<file path="src/rtl/swk_pkg.sv">
package swk_pkg;

  typedef enum logic [1:0] {
    ST_RUN  = 2'd0,
    ST_STOP = 2'd1,
    ST_QUAL = 2'd2,
    ST_DLY  = 2'd3
  } swk_state_e;

  localparam logic [2:0] SEL_NONE    = 3'd0;
  localparam logic [2:0] SEL_RSVD    = 3'd1;
  localparam logic [2:0] SEL_P3_PIN1 = 3'd2;
  localparam logic [2:0] SEL_P3_PIN2 = 3'd3;
  localparam logic [2:0] SEL_P3_PIN3 = 3'd4;
  localparam logic [2:0] SEL_P2_PIN7 = 3'd5;
  localparam logic [2:0] SEL_NOR_LO  = 3'd6;
  localparam logic [2:0] SEL_NOR_ALL = 3'd7;

  // NOR over the port bits that are inputs; output bits count as 0
  function automatic logic port_nor(input logic [7:0] pins,
                                    input logic [7:0] drv_out,
                                    input logic       wide);
    logic [7:0] live;
    live = pins & ~drv_out;
    if (!wide) live[7:4] = 4'b0000;
    return ~|live;
  endfunction

  // level to "active" under the chosen polarity
  function automatic logic level_active(input logic lvl, input logic wake_high);
    return wake_high ? lvl : ~lvl;
  endfunction

  // true when a counter has reached the last value of a run of 'len' cycles
  function automatic logic at_last(input int unsigned cnt, input int unsigned len);
    return cnt == len - 1;
  endfunction

endpackage

</file>
<file path="src/rtl/swk_sync.sv">
module swk_sync #(
  parameter int W      = 11,
  parameter int STAGES = 2
) (
  input  logic         clk,
  input  logic         rst_n,
  input  logic [W-1:0] d,
  output logic [W-1:0] q
);
  logic [W-1:0] stage_q [STAGES];

  generate
    for (genvar s = 0; s < STAGES; s++) begin : g_stage
      if (s == 0) begin : g_first
        always_ff @(posedge clk or negedge rst_n) begin
          if (!rst_n) stage_q[s] <= '0;
          else        stage_q[s] <= d;
        end
      end else begin : g_next
        always_ff @(posedge clk or negedge rst_n) begin
          if (!rst_n) stage_q[s] <= '0;
          else        stage_q[s] <= stage_q[s-1];
        end
      end
    end
  endgenerate

  assign q = stage_q[STAGES-1];
endmodule

</file>
<file path="src/rtl/swk_src_sel.sv">
module swk_src_sel
  import swk_pkg::*;
(
  input  logic [2:0] sel,
  input  logic       wake_high,
  input  logic [7:0] p2_s,
  input  logic [7:0] p2_dir_out,
  input  logic [2:0] p3_s,
  output logic       src_act
);
  logic lvl;
  logic valid;

  always_comb begin
    lvl   = 1'b0;
    valid = 1'b1;
    case (sel)
      SEL_P3_PIN1: lvl = p3_s[0];
      SEL_P3_PIN2: lvl = p3_s[1];
      SEL_P3_PIN3: lvl = p3_s[2];
      SEL_P2_PIN7: lvl = p2_s[7] & ~p2_dir_out[7];
      SEL_NOR_LO:  lvl = port_nor(p2_s, p2_dir_out, 1'b0);
      SEL_NOR_ALL: lvl = port_nor(p2_s, p2_dir_out, 1'b1);
      default:     valid = 1'b0;   // SEL_NONE and SEL_RSVD
    endcase
  end

  assign src_act = valid & level_active(lvl, wake_high);
endmodule

</file>
<file path="src/rtl/swk_seq.sv">
module swk_seq
  import swk_pkg::*;
#(
  parameter int QUAL_CYC  = 5,
  parameter int DELAY_CYC = 256
) (
  input  logic clk,
  input  logic rst_n,
  input  logic stop_req,
  input  logic src_act,
  input  logic delay_en,
  output logic clk_en,
  output logic run_en,
  output logic wake_done
);
  localparam int QW = $clog2(QUAL_CYC + 1);
  localparam int DW = $clog2(DELAY_CYC + 1);

  swk_state_e    st_q, st_d;
  logic [QW-1:0] q_cnt, q_d;
  logic [DW-1:0] d_cnt, d_d;
  logic          qual_last, dly_last;

  assign qual_last = at_last(32'(q_cnt), QUAL_CYC);
  assign dly_last  = at_last(32'(d_cnt), DELAY_CYC);

  always_comb begin
    st_d = st_q;
    q_d  = q_cnt;
    d_d  = d_cnt;
    case (st_q)
      ST_RUN:  if (stop_req) st_d = ST_STOP;
      ST_STOP: if (src_act) begin
        st_d = ST_QUAL;
        q_d  = QW'(1);
      end
      ST_QUAL: begin
        if (!src_act) st_d = ST_STOP;
        else if (qual_last) begin
          st_d = delay_en ? ST_DLY : ST_RUN;
          d_d  = '0;
        end else q_d = q_cnt + QW'(1);
      end
      ST_DLY: begin
        if (dly_last) st_d = ST_RUN;
        else          d_d  = d_cnt + DW'(1);
      end
      default: st_d = ST_RUN;
    endcase
  end

  always_ff @(posedge clk or negedge rst_n) begin
    if (!rst_n) begin
      st_q  <= ST_RUN;
      q_cnt <= '0;
      d_cnt <= '0;
    end else begin
      st_q  <= st_d;
      q_cnt <= q_d;
      d_cnt <= d_d;
    end
  end

  assign wake_done = (st_q != ST_RUN) && (st_d == ST_RUN);
  assign clk_en    = (st_q == ST_RUN) || (st_q == ST_DLY);
  assign run_en    = (st_q == ST_RUN);

  AST_RUN_HOLDS: assert property (@(posedge clk) disable iff (!rst_n)
    (st_q == ST_RUN && !stop_req) |=> st_q == ST_RUN);

  AST_QUAL_DROP: assert property (@(posedge clk) disable iff (!rst_n)
    (st_q == ST_QUAL && !src_act) |=> st_q == ST_STOP);

  AST_WAKE_AFTER_QUAL: assert property (@(posedge clk) disable iff (!rst_n)
    $rose(clk_en) |-> $past(st_q) == ST_QUAL);

  AST_DLY_NO_OVERFLOW: assert property (@(posedge clk) disable iff (!rst_n)
    st_q == ST_DLY |-> d_cnt < DW'(DELAY_CYC));
endmodule

</file>
<file path="src/rtl/stop_wake_ctrl.sv">
module stop_wake_ctrl
  import swk_pkg::*;
#(
  parameter int SYNC_STAGES = 2,
  parameter int QUAL_CYC    = 5,
  parameter int DELAY_CYC   = 256
) (
  input  logic       clk,
  input  logic       por_n,
  input  logic       ext_rst_n,
  input  logic [7:0] p2_in,
  input  logic [7:0] p2_dir_out,
  input  logic [2:0] p3_in,
  input  logic       stop_req,
  input  logic       wr_en,
  input  logic [5:0] wr_data,
  output logic [5:0] rd_data,
  output logic       clk_en,
  output logic       run_en
);
  localparam int PIN_W = 8 + 3;

  logic             rst_n;
  logic [PIN_W-1:0] pins_s;
  logic [2:0]       sel_q;
  logic             dly_en_q, wake_high_q, warm_q;
  logic             src_act, wake_done;
  logic             unused_wr_bit;

  assign rst_n         = por_n & ext_rst_n;
  assign unused_wr_bit = wr_data[5];

  swk_sync #(.W(PIN_W), .STAGES(SYNC_STAGES)) u_sync (
    .clk   (clk),
    .rst_n (rst_n),
    .d     ({p3_in, p2_in}),
    .q     (pins_s)
  );

  swk_src_sel u_sel (
    .sel        (sel_q),
    .wake_high  (wake_high_q),
    .p2_s       (pins_s[7:0]),
    .p2_dir_out (p2_dir_out),
    .p3_s       (pins_s[10:8]),
    .src_act    (src_act)
  );

  swk_seq #(.QUAL_CYC(QUAL_CYC), .DELAY_CYC(DELAY_CYC)) u_seq (
    .clk       (clk),
    .rst_n     (rst_n),
    .stop_req  (stop_req),
    .src_act   (src_act),
    .delay_en  (dly_en_q),
    .clk_en    (clk_en),
    .run_en    (run_en),
    .wake_done (wake_done)
  );

  always_ff @(posedge clk or negedge rst_n) begin
    if (!rst_n) begin
      sel_q       <= SEL_NONE;
      dly_en_q    <= 1'b1;
      wake_high_q <= 1'b0;
    end else if (wr_en) begin
      sel_q       <= wr_data[2:0];
      dly_en_q    <= wr_data[3];
      wake_high_q <= wr_data[4];
    end
  end

  always_ff @(posedge clk or negedge rst_n) begin
    if (!rst_n)         warm_q <= 1'b0;
    else if (wake_done) warm_q <= 1'b1;
  end

  assign rd_data = {warm_q, wake_high_q, dly_en_q, sel_q};

  AST_NO_WAKE_SRC: assert property (@(posedge clk) disable iff (!rst_n)
    (sel_q == SEL_NONE || sel_q == SEL_RSVD) |-> !src_act);

  AST_FLAG_ON_WAKE: assert property (@(posedge clk) disable iff (!rst_n)
    $rose(run_en) |-> warm_q);

  AST_STOP_DARK: assert property (@(posedge clk) disable iff (!rst_n)
    (run_en && stop_req) |=> !clk_en && !run_en);
endmodule

</file>
<file path="config.mk">
export PLATFORM = sky130hd
export DESIGN_NAME = stop_wake_ctrl
export DESIGN_NICKNAME = d
export VERILOG_FILES = /design/src/rtl/swk_pkg.sv /design/src/rtl/swk_sync.sv /design/src/rtl/swk_src_sel.sv /design/src/rtl/swk_seq.sv /design/src/rtl/stop_wake_ctrl.sv
export SDC_FILE = /design/constraint.sdc
export NUM_CORES = 1
export LEC_CHECK = 0
export ABC_CLOCK_PERIOD_IN_PS = 4700
export CAP_MARGIN = 20
export CORE_UTILIZATION = 51
export DETAILED_ROUTE_END_ITERATION = 7
export DONT_BUFFER_PORTS = 1
export PLACE_DENSITY = 0.71
export RECOVER_POWER = 100
export SLEW_MARGIN = 20
export SYNTH_ARGS = -nofsm -noshare
export SYNTH_HDL_FRONTEND = slang
export SYNTH_SLANG_ARGS = --single-unit
</file>
<file path="constraint.sdc">
create_clock -name clk -period 4.7 [get_ports clk]
set_input_delay 1.175 -clock clk [delete_from_list [all_inputs] [get_ports clk]]
set_output_delay 1.175 -clock clk [all_outputs]
set_load 0.05 [all_outputs]
</file>
Yosys cells after proc, flatten, opt, wreduce, memory -nomap -nowiden. Cells that the tools add are included.

Reduce and logical (&&, ||, !) cells: 14. Eq/ne operators: 16. Add/subtract/negate cells: 2. Divide/modulo/power cells: 0. Muxes and demuxes: 19. Multipliers: 0. Bitwise logic cells: 7. Shifts and indexed selects: 0. Magnitude comparators: 0.

Operators with widths (number): $mux 9 (3); $pmux 9 s2 (1); $reduce_or 8->1 (2); $eq 3x3->1 const B (5); $mux 2 (6); $add 9x1->9 const B (1); $eq 9x8->1 const B (1); $mux 3 (3); $and 8x8->8 (1); $not 8->8 (1); $pmux 2 s4 (1); $reduce_and 4->1 (2); $eq 3x2->1 const B (2); $ne 2x1->1 const B (3); $pmux 1 s6 (1); $pmux 3 s2 (1); $reduce_bool 2->1 (3); $reduce_or 6->1 (1); $eq 2x2->1 const B (2); $logic_not 2->1 (2); $mux 4 (1); $ne 2x2->1 const B (2); $add 3x1->3 const B (1); $and 1x1->1 (3); other kinds (6) (9).

Bits in read-only memories: 0. Bits in latches: 0. Word-level logic and storage cells: 67. Output and inout bits: 8. Bits of input ports: 30. Memories kept: 0. Register bits: 42. Memory bits (writable): 0.

Longest topological paths before layout.
Depth after elaboration: 12. Depth in mapped cells: 12. Mapped depth without buffers: 11.

By module. From an unflattened synthesis, not the netlist that was laid out.

Cells, all modules: 169. Area, all modules: 1953.1 µm².

By module, submodules not included: swk_seq (sequential area each 350.3 µm², cells an instance 99, times used 1, area each 910.9 µm²); swk_sync (sequential area each 550.5 µm², cells an instance 33, times used 1, area each 633.1 µm²); stop_wake_ctrl (sequential area each 151.4 µm², cells an instance 16, times used 1, area each 242.7 µm²); swk_src_sel (sequential area each 0.0 µm², cells an instance 21, times used 1, area each 166.4 µm²).

Worst setup path before layout. OpenSTA, ideal clock, no wires.

Path kind: input port to flip-flop. From: in p2_dir_out[5]. To: reg u_seq.d_cnt[7]. Required time: 4.622 ns. Buffers on the path: 1. Library setup time: 0.078 ns. Stages: 8. Arrival: 3.030 ns. Setup slack: 1.593 ns. Cell sequence: nor2b_4 o41ai_1 nand3_1 a2111o_1 and3_1 buf_6 or4_1 a21oi_1.

Longest elaborated chain between the ends: 10.

Ends and longest elaborated chain: from (decl) (RTL line stop_wake_ctrl.sv:12) `input logic [7:0] p2_dir_out,`; $not 8->8 (*); $and 8x8->8 (*); $reduce_or 8->1 (*) (RTL line swk_pkg.sv:26) `return ~|live;`; $logic_not 1->1 (*) (RTL line swk_pkg.sv:26); $pmux 1 s6 (*) (RTL line swk_src_sel.sv:17) `case (sel)`; $not 1->1 (RTL line swk_pkg.sv:31) `return wake_high ? lvl : ~lvl;`; $mux 1 (*) (RTL line swk_pkg.sv:31); $and 1x1->1 (*) (RTL line swk_src_sel.sv:28) `assign src_act = valid & level_active(lvl, wake_high);`; $ne 2x1->1 (no source line) (*); $reduce_and 4->1 (no source line) (*); to (signal assigned) (RTL line swk_seq.sv:56) `d_cnt <= '0;`; to (signal assigned) (RTL line swk_seq.sv:60) `d_cnt <= d_d;`; to (decl) (RTL line swk_seq.sv:21) `logic [DW-1:0] d_cnt, d_d;`.

Every way passes the cells marked *; elsewhere a longest branch is shown, timed or not. A chain may end at the register's enable or synchronous reset.

==> metrics.yaml <==
setup_path:
  slowest_stage: "and2_0"
  worstRegToRegCells: 7
  crit_path_cell_trace: "and2_0"
  cp_max_fo: 42
  worstSetupPathType: "input port to async pin"
  r2r_end: "u_seq.d_cnt[6]"
  reg2reg_from: "sel_q[0]"
  cp.required_ps: 4570
  cp.arrival_ps: 3040
  reg2reg_slack_ps: 1890
  crit_family: "simple AND/OR/NAND/NOR gates"
  critPathBufInv: 0
  critPathCaptureType: "async pin"
  cpPeakStageDelay_ps: 1850
  startpoint_type: "input port"
logic_synthesis:
  synth_compound_area_frac: 0.1410
  synth-edff-count: 0
  syn_nets: 217
  synth_top_area_share: 0.5256
  ys_ff_latch: 42
  netlist_instances: 179
  synth_top_area_cell: "dfrtp_1"
  synth_most_common_cell: "dfrtp_1"
  synth_xor_area_frac: 0.01795
  synth_flop_cell: "dfrtp_1"
  synth_fa_ha_area_frac: 0.05128
  synth_common_cells: "dfrtp_1 (41), inv_1 (16), nand3_1 (13), nor2_1 (12)"
  avgSynthCellArea_sq_um: 10.90
  synth-simple-area-share: 0.1660
  synth_area_leaders: "dfrtp_1 (53%), ha_1 (5.1%), nand3_1 (3.3%), inv_1 (3.1%), mux2_2 (2.3%)"
  synth_mux_area_frac: 0.03397
  synth_area_sq_mm: 0.001952
  synth.distinct_cells: 51
  synth_top_family_by_area: "simple AND/OR/NAND/NOR gates"
  ys_seq_area_frac: 0.5391
  ys_warn_count: 0
  async_reset_ff_frac: 1.000
sta:
  slew_violations: 43
  tns_ps: 0
  rsz0062_at_grt: "no"
  period_needed_ps: 3168
  setup_viol: 0
  tightest_slew_ps: 2545
  hold_viol: 0
  slew_headroom: -0.6977
  holdWs_ps: 351.3
  fmax_mhz: 315.6
  fin_skew_ps: 8.873
  min_period_over_period: 0.6741
  layout_setup_ws_ps: 1532
global_routing:
  grt_pass1_vias: 1306
  gr-total-overflow: 0
  grt_max_degree: 43
  grt_usage: 0.1881
  grt_pass1_wl_um: 5789
  antenna_found_initial: 0
clock_tree:
  cts_tree: "yes"
  cts.sinks: 42
  clk_latency_ps: 300
  cts.reportedPaths.clkPinSlew_ps: 70
  cts_root_buf: "clkbuf_8"
  cts_max_level: 2
  clk_path_buf_depth: 2
  tritoncts.num_buffers: 5
  cts_hold_buf: 0
  post-cts-setup-buffers: 0
  post_cts_resized: 0
power_and_ir_drop:
  p_int_uw: 629.8
  swShare: 0.3850
  power_density_mw_per_mm2: 496.4
  power_frac_comb: 0.316
  power_frac_seq: 0.463
  ir_drop_v: 0.0004220
  total_power_mw: 1.024
  clkPwrFrac: 0.221
  p_leak_nw: 0.9156
  switchingPower_uw: 394.4
route:
  drt_iter0_drc: 58
  drc: 0
  avgViaCountPerCell: 5.783
  wire_per_inst_um: 14.53
  routed_wl_um: 3341
  antenna_left: 0
  routed-via-count: 1330
  first_pass_iters: 4
floorplanning:
  die-area_sq_mm: 0.004079
  die_w_um: 63.87
  io_pins: 38
  fp-row-count: 22
  fp.coreArea_sq_mm: 0.003661
  start_util: 0.5332
  fp.dieH_um: 63.87
hold_path:
  hp-class: "register to register"
  min_path_cells: 0
  hold_start: "u_sync.stage_q[14]"
  holdPathEnd: "u_sync.q[3]"
final_layout:
  num-fill-cells: 317
  nets: 219
  multi_input_area_sq_um: 800.8
  drive_above_1_share: 0.09890
  seqCellArea_sq_mm: 0.001052
  design_area_sq_mm: 0.002063
  fin_cells: 230
  syn_to_final_growth_pct: 5.705
  final_util: 0.5636
  antennaDiodeCount: 0
run:
  maxCapViolations: 1
place:
  place_ws_ps: 1359
  placedCellCount: 222
  post-dp-hpwl_um: 2445
  io_buffer_count: 0
  placed_area_sq_mm: 0.001974
  place.gp.congestion: 0.8094
status:
  violations: "max-capacitance violations, max-slew violations"
  status: "finished with violations"
power groups by stage:
stage / logic [mW] / clock network (mW) / registers, mW
after floorplan: 0.286 / 0 / 0.460
after global placement: 0.310 / 0 / 0.477
after detailed placement: 0.321 / 0 / 0.481
after CTS: 0.325 / 0.232 / 0.474
after global routing: 0.359 / 0.248 / 0.482
final: 0.324 / 0.226 / 0.474
cells in the final DEF (no fill, tap or decap), types with 2 or more instances in the layout:
master    count
dfrtp_1      41
inv_1        16
nand3_1      13
nor2_1       12
o21ai_0       8
ha_1          8
nand2_1       7
a21oi_1       5
nor2b_1       5
a31oi_1       5
clkbuf_8      5
and3_1        4
nor3_1        4
mux2_2        4
xnor2_1       4
nand2b_1      3
and2_0        2
flip-flops by register name, indices dropped and copies added (netlist names):
signal / count
u_seq.st_q: 2
u_sync.stage_q: 11
dly_en_q: 1
u_seq.q_cnt: 3
sel_q: 3
warm_q: 1
u_seq.d_cnt: 9
u_sync.q: 11
wake_high_q: 1
worst max path at each step:
stage                  startpoint        endpoint  slack, ps  depth (start not counted)
floorplan           p2_dir_out[5]  u_seq.d_cnt[7]       1590                          8
CTS                 p2_dir_out[1]  u_seq.d_cnt[2]       1670                          7
global placement    p2_dir_out[1]  u_seq.d_cnt[4]       1460                          7
global route                por_n          warm_q        940                          1
finish                      por_n  u_seq.q_cnt[2]       1530                          1
detailed placement  p2_dir_out[1]  u_seq.d_cnt[2]       1360                          7
worst register-to-register path, delay by kind of cell, from the launching register on:
| family | cells | cell delay, ps |
|---|---|---|
| flip-flops | 1 | 730 |
| AND/OR/NAND/NOR | 5 | 1350 |
| AO/OA/AOI/OAI | 1 | 210 |
| multiplexers | 1 | 380 |
layer usage:
| metal | vias to the layer above | global-route usage | routed length [um] |
|---|---|---|---|
| li1 | 641 | - | - |
| met1 | 637 | 0.2399 | 1459 |
| met2 | 46 | 0.3005 | 1639 |
| met3 | 6 | 0.04286 | 176 |
| met4 | 0 | 0.09375 | 65 |
| met5 | - | 0 | 0 |
layout make-up:
class,instances,area share
inverter,16,0.02911
sequential,42,0.5100
clock buffer,5,0.03335
multi-input combinational,116,0.3881
clock inverter,3,0.01031
tap,48,0.02911
kinds of logic (layout without fill, tap and decap cells):
| kind of cell | count (synthesis) | after routing |
|---|---|---|
| AND/OR/NAND/NOR | 60 | 60 |
| flip-flops | 42 | 42 |
| AO/OA/AOI/OAI | 38 | 38 |
| buffers and inverters | 21 | 24 |
| adder cells (fa/ha/maj) | 8 | 8 |
| multiplexers | 6 | 6 |
| XOR/XNOR | 4 | 4 |
No activity file was read; power rests on OpenSTA's default activity.
